--- config.mk ---
export PLATFORM = sky130hd
export DESIGN_NAME = return_stack_unit
export DESIGN_NICKNAME = d
export VERILOG_FILES = /design/src/rtl/rsu_pkg.sv /design/src/rtl/rsu_decode.sv /design/src/rtl/rsu_stack.sv /design/src/rtl/rsu_shadow.sv /design/src/rtl/return_stack_unit.sv
export SDC_FILE = /design/constraint.sdc
export NUM_CORES = 1
export LEC_CHECK = 0
export ABC_AREA = 1
export BUFFER_PORTS_ARGS = -buffer_cell sky130_fd_sc_hd__buf_2
export CAP_MARGIN = 25
export CORE_UTILIZATION = 30
export CTS_BUF_LIST = sky130_fd_sc_hd__clkbuf_2 sky130_fd_sc_hd__clkbuf_4 sky130_fd_sc_hd__clkbuf_8
export CTS_CLUSTER_SIZE = 25
export DETAILED_ROUTE_END_ITERATION = 8
export PLACE_DENSITY = 0.54
export SLEW_MARGIN = 20
export SYNTH_ARGS = -nofsm -noshare
export SYNTH_HDL_FRONTEND = slang
export SYNTH_SLANG_ARGS = --single-unit
--- constraint.sdc ---
create_clock -name clk -period 2.8 [get_ports clk]
set_clock_uncertainty 0.15 [all_clocks]
set_input_delay 0.42 -clock clk [delete_from_list [all_inputs] [get_ports clk]]
set_output_delay 0.42 -clock clk [all_outputs]
set_load 0.03 [all_outputs]
--- src/rtl/rsu_pkg.sv ---
// Package: shared parameters and types for the return stack unit.
// Assumes: a 21-bit program counter and 8-bit core registers.
package rsu_pkg;
    localparam int unsigned PC_W    = 21;
    localparam int unsigned REG_W   = 8;
    localparam logic [14:0] RET_HI  = 15'h0009;  // instr[15:1] of a return word

    typedef enum logic {
        RS_IDLE  = 1'b0,
        RS_FLUSH = 1'b1
    } rs_state_t;

    typedef struct packed {
        logic [REG_W-1:0] w;
        logic [REG_W-1:0] status;
        logic [REG_W-1:0] bsr;
    } core_regs_t;
endpackage

--- src/rtl/rsu_decode.sv ---
// Module: rsu_decode
// Recognises the return-from-subroutine word and extracts its restore flag.
// Assumes: instr_i is qualified by instr_valid_i; purely combinational.
module rsu_decode
    import rsu_pkg::*;
(
    input  logic        instr_valid_i,
    input  logic [15:0] instr_i,
    output logic        ret_hit_o,
    output logic        ret_restore_o
);
    // Match the fixed upper fifteen bits; bit 0 selects the shadow restore.
    always_comb begin
        ret_hit_o     = instr_valid_i && (instr_i[15:1] == RET_HI);
        ret_restore_o = instr_i[0];
    end
endmodule

--- src/rtl/rsu_stack.sv ---
// Module: rsu_stack
// LIFO of return addresses with an occupancy pointer and a sticky underflow flag.
// Assumes: push and pop never arrive together (the caller gives push priority).
module rsu_stack #(
    parameter int unsigned DEPTH = 31,
    parameter int unsigned AW    = 21,
    localparam int unsigned PW   = $clog2(DEPTH + 1)
) (
    input  logic          clk,
    input  logic          rst_n,
    input  logic          push_i,
    input  logic [AW-1:0] push_data_i,
    input  logic          pop_i,
    output logic [AW-1:0] top_o,
    output logic [PW-1:0] sp_o,
    output logic          unf_o
);
    localparam logic [PW-1:0] FULL_PTR = PW'(DEPTH);

    logic [AW-1:0] mem [DEPTH];
    logic [PW-1:0] sp_q;
    logic          unf_q;
    logic          empty, full;

    // Occupancy status derived from the pointer.
    always_comb begin
        empty = (sp_q == '0);
        full  = (sp_q == FULL_PTR);
        top_o = empty ? '0 : mem[sp_q - 1'b1];
    end

    // Entry storage: written at the pointer on a non-full push.
    always_ff @(posedge clk) begin
        if (push_i && !full)
            mem[sp_q] <= push_data_i;
    end

    // Pointer and underflow flag maintenance.
    always_ff @(posedge clk) begin
        if (!rst_n) begin
            sp_q  <= '0;
            unf_q <= 1'b0;
        end else if (push_i) begin
            if (!full)
                sp_q <= sp_q + 1'b1;
        end else if (pop_i) begin
            if (empty)
                unf_q <= 1'b1;
            else
                sp_q <= sp_q - 1'b1;
        end
    end

    assign sp_o  = sp_q;
    assign unf_o = unf_q;

    AST_UNF_HOLD: assert property (@(posedge clk) disable iff (!rst_n)
        (pop_i && !push_i && empty) |=> (sp_q == '0 && unf_q));
    AST_UNF_STICKY: assert property (@(posedge clk) disable iff (!rst_n)
        unf_q |=> unf_q);
    AST_FULL_DROP: assert property (@(posedge clk) disable iff (!rst_n)
        (push_i && full) |=> $stable(sp_q));
    AST_PUSH_GROW: assert property (@(posedge clk) disable iff (!rst_n)
        (push_i && !full) |=> (sp_q == $past(sp_q) + 1'b1));
endmodule

--- src/rtl/rsu_shadow.sv ---
// Module: rsu_shadow
// Holds shadow copies of the core registers and presents them on a restore.
// Assumes: capture and restore are never requested in the same cycle.
module rsu_shadow
    import rsu_pkg::*;
(
    input  logic       clk,
    input  logic       rst_n,
    input  logic       cap_i,
    input  core_regs_t live_i,
    input  logic       restore_i,
    output logic       restore_o,
    output core_regs_t regs_o
);
    core_regs_t shd_q;

    // Capture the live core registers on a push that asks for it.
    always_ff @(posedge clk) begin
        if (!rst_n)
            shd_q <= '0;
        else if (cap_i)
            shd_q <= live_i;
    end

    // Present the shadows with a one-cycle restore strobe.
    always_ff @(posedge clk) begin
        if (!rst_n) begin
            restore_o <= 1'b0;
            regs_o    <= '0;
        end else begin
            restore_o <= restore_i;
            if (restore_i)
                regs_o <= shd_q;
        end
    end

    AST_SHADOW_KEEP: assert property (@(posedge clk) disable iff (!rst_n)
        !cap_i |=> $stable(shd_q));
    AST_NO_CAP_RESTORE: assert property (@(posedge clk) disable iff (!rst_n)
        !(cap_i && restore_i));
endmodule

--- src/rtl/return_stack_unit.sv ---
// Module: return_stack_unit (top)
// Return-address stack with fast-context shadows and a two-cycle return.
// Assumes: the core stalls instruction issue while flush_o is high; a push
// takes priority over a return presented in the same cycle.
module return_stack_unit
    import rsu_pkg::*;
#(
    parameter int unsigned DEPTH = 31,
    localparam int unsigned PW   = $clog2(DEPTH + 1)
) (
    input  logic             clk,
    input  logic             rst_n,
    input  logic [15:0]      instr_i,
    input  logic             instr_valid_i,
    input  logic             push_i,
    input  logic             push_shadow_i,
    input  logic [REG_W-1:0] w_i,
    input  logic [REG_W-1:0] status_i,
    input  logic [REG_W-1:0] bsr_i,
    input  logic             pc_load_i,
    input  logic [PC_W-1:0]  pc_val_i,
    output logic [PC_W-1:0]  pc_o,
    output logic             flush_o,
    output logic             restore_o,
    output logic [REG_W-1:0] w_o,
    output logic [REG_W-1:0] status_o,
    output logic [REG_W-1:0] bsr_o,
    output logic [PW-1:0]    stk_ptr_o,
    output logic             stk_unf_o
);
    rs_state_t       state_q;
    logic            ret_hit, ret_s, ret_go;
    logic [PC_W-1:0] pc_q, top_addr;
    core_regs_t      live, shd_out;

    rsu_decode u_dec (
        .instr_valid_i (instr_valid_i),
        .instr_i       (instr_i),
        .ret_hit_o     (ret_hit),
        .ret_restore_o (ret_s)
    );

    // Accept a return only in the idle slot and when no push competes.
    always_comb begin
        ret_go      = ret_hit && (state_q == RS_IDLE) && !push_i;
        live.w      = w_i;
        live.status = status_i;
        live.bsr    = bsr_i;
    end

    rsu_stack #(.DEPTH(DEPTH), .AW(PC_W)) u_stk (
        .clk         (clk),
        .rst_n       (rst_n),
        .push_i      (push_i),
        .push_data_i (pc_q + PC_W'(2)),
        .pop_i       (ret_go),
        .top_o       (top_addr),
        .sp_o        (stk_ptr_o),
        .unf_o       (stk_unf_o)
    );

    rsu_shadow u_shd (
        .clk       (clk),
        .rst_n     (rst_n),
        .cap_i     (push_i && push_shadow_i),
        .live_i    (live),
        .restore_i (ret_go && ret_s),
        .restore_o (restore_o),
        .regs_o    (shd_out)
    );

    // Two-slot sequencer: a return is followed by one flush slot.
    always_ff @(posedge clk) begin
        if (!rst_n)
            state_q <= RS_IDLE;
        else if (state_q == RS_FLUSH)
            state_q <= RS_IDLE;
        else if (ret_go)
            state_q <= RS_FLUSH;
    end

    // Program counter: a popped address beats an external load.
    always_ff @(posedge clk) begin
        if (!rst_n)
            pc_q <= '0;
        else if (ret_go)
            pc_q <= top_addr;
        else if (pc_load_i)
            pc_q <= pc_val_i;
    end

    assign pc_o     = pc_q;
    assign flush_o  = (state_q == RS_FLUSH);
    assign w_o      = shd_out.w;
    assign status_o = shd_out.status;
    assign bsr_o    = shd_out.bsr;

    AST_FLUSH_ONE: assert property (@(posedge clk) disable iff (!rst_n)
        flush_o |=> !flush_o);
    AST_RESTORE_IN_FLUSH: assert property (@(posedge clk) disable iff (!rst_n)
        restore_o |-> flush_o);
    AST_PUSH_WINS: assert property (@(posedge clk) disable iff (!rst_n)
        (push_i && ret_hit && !flush_o) |=> !flush_o);
    AST_FLUSH_PC_HOLD: assert property (@(posedge clk) disable iff (!rst_n)
        (flush_o && !pc_load_i) |=> $stable(pc_o));
    AST_HIT_VALID: assert property (@(posedge clk) disable iff (!rst_n)
        ret_hit |-> instr_valid_i);
endmodule

Yosys cells after proc, flatten, opt, wreduce, memory -nomap -nowiden
Memory sizes are Yosys's and may differ from the RTL's.
Cells that the tools add are included.
W data, S select, Z words.
Word-level totals
  output and inout bits: 53
  flip-flop bits (word level): 77
  logic and storage cells: 46
  memories: 1
  memory bits (writable): 651
Cells by class
  muxes and demuxes: 10
  reductions and logical operators: 14
  equality and inequality tests: 4
  bitwise operators: 3
  $add $sub $neg: 3
Memories
  u_stk.mem: depth 31, bits a word 21, rd ports 1, clocked after memory_dff 0, wr ports 1, line rsu_stack.sv:20  | logic [AW-1:0] mem [DEPTH];
Operators by type and width (number)
  $mux W21: 3
  $add A21 B2 Y21 const B: 1
  $mux W5: 4
  $eq A15 B4 Y1 const B: 1
  $logic_and A1 B1 Y1: 6
  $reduce_and A3 Y1: 2
  $add A5 B1 Y5 const B: 1
  $eq A5 B5 Y1 const B: 1
  $logic_not A5 Y1: 1
  $sub A5 B1 Y5 const B: 1
  $ne A2 B2 Y1 const B: 2
  $reduce_bool A2 Y1: 2
  $mux W1: 3
  $not A1 Y1: 3
  $logic_not A1 Y1: 2
  $reduce_or A2 Y1: 1

Longest topological paths before layout
  word-level depth: 6
  depth in mapped cells: 15
  depth with buffers taken out: 12

Cells and area by module
From an unflattened synthesis, not the netlist that was laid out.
Unflattened totals
  cells, all modules: 2783
  area, all modules: 30382.9 µm²
By module, submodules not included
  rsu_stack: instances 1, cells an instance 2210, area each 26766.9 µm², sequential area each 19668.9 µm²
  rsu_shadow: instances 1, cells an instance 306, area each 1980.6 µm², sequential area each 980.9 µm²
  return_stack_unit: instances 1, cells an instance 238, area each 1522.7 µm², sequential area each 440.4 µm²
  rsu_decode: instances 1, cells an instance 29, area each 112.6 µm², sequential area each 0.0 µm²

Worst setup path after synthesis
OpenSTA, ideal clock, no wires.
  kind: register -> register
  from: register pc_q[1] (netlist: pc_o[1])
  to: memory u_stk.mem[0][19] (data pin)
  cell stages (with the launch flop): 8
  data arrival time: 2.423 ns
  setup slack: -0.155 ns
  library setup time: 0.382 ns
  path buffers: 0
  data required time: 2.268 ns
  cells stage by stage: dfxtp_1 > ha_1 > nand3_1 > nor2_1 > nand3_1 > nor2_1 > nand4_1 > xnor2_1
Between the ends
  word-level cells in the longest chain between the ends: 1
Ends and longest elaborated chain
  from (decl): line return_stack_unit.sv:33  | logic [PC_W-1:0] pc_q, top_addr;
  from (signal assigned): line return_stack_unit.sv:87  | pc_q <= top_addr;
  from (signal assigned): line return_stack_unit.sv:89  | pc_q <= pc_val_i;
  $add A21 B2 Y21: line return_stack_unit.sv:55  | .push_data_i (pc_q + PC_W'(2)),
  net u_stk.push_data_i[19]: line rsu_stack.sv:12  | input logic [AW-1:0] push_data_i,
  to (decl): line rsu_stack.sv:20
The timed path passes the listed nets, and every way through them passes these cells.

Final worst setup path
  from: register u_stk.sp_q[0] (netlist: u_stk.sp_o[0])
  to: register pc_q[7] (netlist: pc_o[7])
Between the ends
  word-level cells in the longest chain between the ends: 4
  elaborated cells between the ends (all ways): 5
  classes of those cells: 1 x add/sub; 2 x mux; 1 x reduce/logical; 1 x memory
Ends and longest elaborated chain
  from (decl): line rsu_stack.sv:21  | logic [PW-1:0] sp_q;
  from (signal assigned): line rsu_stack.sv:45  | sp_q <= sp_q + 1'b1;
  from (signal assigned): line rsu_stack.sv:50  | sp_q <= sp_q - 1'b1;
  $sub A5 B1 Y5: line rsu_stack.sv:29  | top_o = empty ? '0 : mem[sp_q - 1'b1];
  $mem_v2 Z31 W21
  $mux W21 (*): line rsu_stack.sv:29
  $mux W21 (*): line return_stack_unit.sv:86  | else if (ret_go)
Mark *: on every way between the ends. The rest lies on a longest branch, timed or not.
A chain may end at the register's enable or synchronous reset.

==> flow_metrics.tcl <==
set metrics [dict create \
    outcome "completed" \
    crit_buf_inv 4 \
    ys_warn_count 0 \
    min_from "pc_val_i[12]" \
    layout_worst_path_cycle_share_pct 92.82 \
    slew_headroom_pct 36.33 \
    cp_max_fo 25 \
    timing.rr.end "pc_o[7]" \
    gr-total-overflow 0 \
    grt_max_degree 137 \
    die_x_um 316.9 \
    antenna_found_initial 1 \
    drc 0 \
    nNetsFinal 2958 \
    clkSinkCount 728 \
    area_growth_pct 21.00 \
    cts_made_buffers 121 \
    crit_type "reg2reg" \
    yosys.area.top_type "edfxtp_1" \
    ys_async_sr_fraction_pct 0 \
    num_io_pins 120 \
    num_rows 115 \
    drt_wl_total_mm 87.44 \
    drv_slew 0 \
    fin_util_pct 36.62 \
    synth_flop_cell "edfxtp_1" \
    cp.required_ns 3.31 \
    clockBufferDepth 3 \
    hold_class "in2reg" \
    yosysMostFrequentCell "nand2_1" \
    maxClockFrequency_mhz 384.8 \
    hold_viol_final 0 \
    syn-num-nets 2698 \
    placed_cells 3996 \
    dr.pass1.iters 5 \
    final.setup.tns_ns 0 \
    syn-mean-instance-area_um2 11.34 \
    rsz0062_at_grt "false" \
    die_height_um 316.9 \
    htreeDepth 3 \
    crit_chain "buf_4 -> inv_8 -> ha_1 -> inv_1 -> nand2_1 -> nand2_4 -> buf_12 -> nand3_1 -> nand3_1 -> nand3_1 -> nand2_1 -> nand2_1 -> a21oi_1" \
    tightest_slew_ns 0.9551 \
    yosys.cell_types.count 31 \
    synth.area.top_cells "edfxtp_1 (66%), nand3_1 (10%), nand2_1 (9.1%)" \
    hold_depth 3 \
    gp_congestion 0.8241 \
    core_um2 98280 \
    drv_cap 0 \
    ys_ff_latch 728 \
    synth_top_area_share_pct 65.72 \
    yosysSeqAreaShare_pct 70.90 \
    synthTopCellsByCount "nand2_1 (723), edfxtp_1 (651), nand3_1 (613)" \
    drive_above_1_share_pct 18.25 \
    holdWs_ns 0.03950 \
    reg2reg_setup_slack_ns 0.20 \
    instances_no_fill 4274 \
    die-area_um2 100400 \
    drt_iter0_drc 1892 \
    whs_endpoint "pc_o[12]" \
    critPathLaunchType "register" \
    wire_per_inst_um 20.46 \
    layout_min_cycle_time_ns 2.599 \
    path_clk_slew_ns 0.06 \
    ant_nets 0 \
    synth_edf_count 651 \
    synth_area_um2 29750 \
    grt.total_usage_pct 17.12 \
    setup_viol 0 \
    initial_core_util_pct 30.27 \
    max_stage_delay_ns 0.40 \
    synth_cells 2624 \
    critPathSlowestCell "dfxtp_4" \
    root_buffer "clkbuf_8" \
    crit_family "simple AND/OR/NAND/NOR gates" \
    clkLatencyLatePin_ns 0.73 \
    timing.rr.start "u_stk.sp_o[0]" \
    hpwlAfterDp_mm 50.48 \
    ir_drop_uv 420.3 \
    p_per_area_nw_per_um2 699.7 \
    grt_pass1_vias 19910 \
    grt_pass1_wl_mm 128.6 \
    via_count 20850 \
    cts_tree "yes" \
    rr_worst_depth 13 \
    post_cts_buffers 0 \
    via_per_inst 4.878 \
    portBuffers 119 \
    worst_setup_path_end_kind "register" \
    arrival_ns 3.11 \
    power.leakage_nw 13.21 \
]
[metal layers]
metal | GRT usage (%) | up-vias | wire, µm
met5 | 0 | - | 0
met4 | 5.594 | 0 | 2427
met3 | 2.569 | 160 | 4850
met2 | 27.35 | 676 | 41280
met1 | 23.80 | 10260 | 38880
li1 | - | 9752 | -
[registers in the layout, summed over array words and instances (netlist names)]
| signal | cells |
|---|---|
| u_shd.shd_q | 24 |
| pc_o | 21 |
| flush_o | 1 |
| u_shd.restore_o | 1 |
| u_shd.regs_o | 24 |
| u_stk.unf_o | 1 |
| u_stk.sp_o | 5 |
| u_stk.mem | 651 |
[how the worst max path moves through the flow]
stage,from,end,cells past startpoint
final,u_stk.sp_o[0],pc_o[7],13
after global placement,pc_o[1],u_stk.mem[28][17],9
after floorplan,u_stk.sp_o[0],u_stk.mem[0][0],7
after CTS,pc_o[1],u_stk.mem[30][17],9
after detailed placement,pc_o[1],u_stk.mem[28][17],9
after global routing,u_stk.sp_o[1],pc_o[8],12
[logic make-up after synthesis]
| family | Yosys count | synth area share [%] |
|---|---|---|
| xor+xnor | 19 | 0.5594 |
| fa+ha+maj | 7 | 0.2944 |
| compound gates | 133 | 2.250 |
| simple gates | 1522 | 22.53 |
| buf+inv | 215 | 3.466 |
| flops | 728 | 70.90 |
[power by group]
group          switching [mW]  internal [mW]  leakage [nW]  total [mW]
Combinational            2.40           1.08          5.31        3.48
Sequential             0.0801           12.0          6.58        12.1
Clock                    4.28           5.29          1.32        9.58
Total                    6.77           18.4          13.2        25.2
[cell type report]
| cell class | count | area (µm²) |
|---|---|---|
| fillers | 9634 | 62280 |
| flip-flops and latches | 728 | 21090 |
| multi-input cells | 1681 | 7926 |
| repair buffers | 305 | 2698 |
| clock buffers | 168 | 2056 |
| well taps | 1287 | 1610 |
| clock inverters | 57 | 417.9 |
| inverters | 47 | 188.9 |
| diodes | 1 | 2.502 |
[stage by stage]
| step | worst slack, ns | total power, mW | instance area, µm² |
|---|---|---|---|
| floorplan | -0.09373 | 14.29 | 29790 |
| global placement | 0.1623 | 15.76 | 32980 |
| detailed placement | 0.1291 | 15.78 | 32980 |
| CTS | 0.09549 | 25.36 | 35980 |
| global route | 0.01008 | 26.09 | 35990 |
| finish | 0.2012 | 25.18 | 35990 |
[cells in the final DEF, fill, tap and decap left out, drive strengths merged, types with 7 or more instances in the layout]
| cell | synthesis | layout |
|---|---|---|
| clkinv | 0 | 47 |
| nand4 | 8 | 8 |
| a21oi | 31 | 31 |
| inv | 47 | 50 |
| buf | 134 | 253 |
| or2 | 21 | 21 |
| edfxtp | 651 | 651 |
| nor3 | 26 | 26 |
| clkbuf | 34 | 168 |
| nor2 | 123 | 123 |
| nand3 | 615 | 615 |
| o21ai | 102 | 102 |
| nand2 | 725 | 725 |
| dlygate4sd3 | 0 | 52 |
| dfxtp | 77 | 77 |
| ha | 7 | 7 |
| xor2 | 13 | 13 |
[repair_timing]
item,CTS,global route
endpoints found under the setup margin,0,75
hold buffers,52,0
endpoints found under the hold margin,48,0
gates resized for setup,0,3
[worst min-delay path, delay by kind of cell]
family	cells	cell delay, ns
buffers and inverters	1	0.08
AO/OA/AOI/OAI	2	0.38
Note: power is estimated with default switching activity, not from simulation.
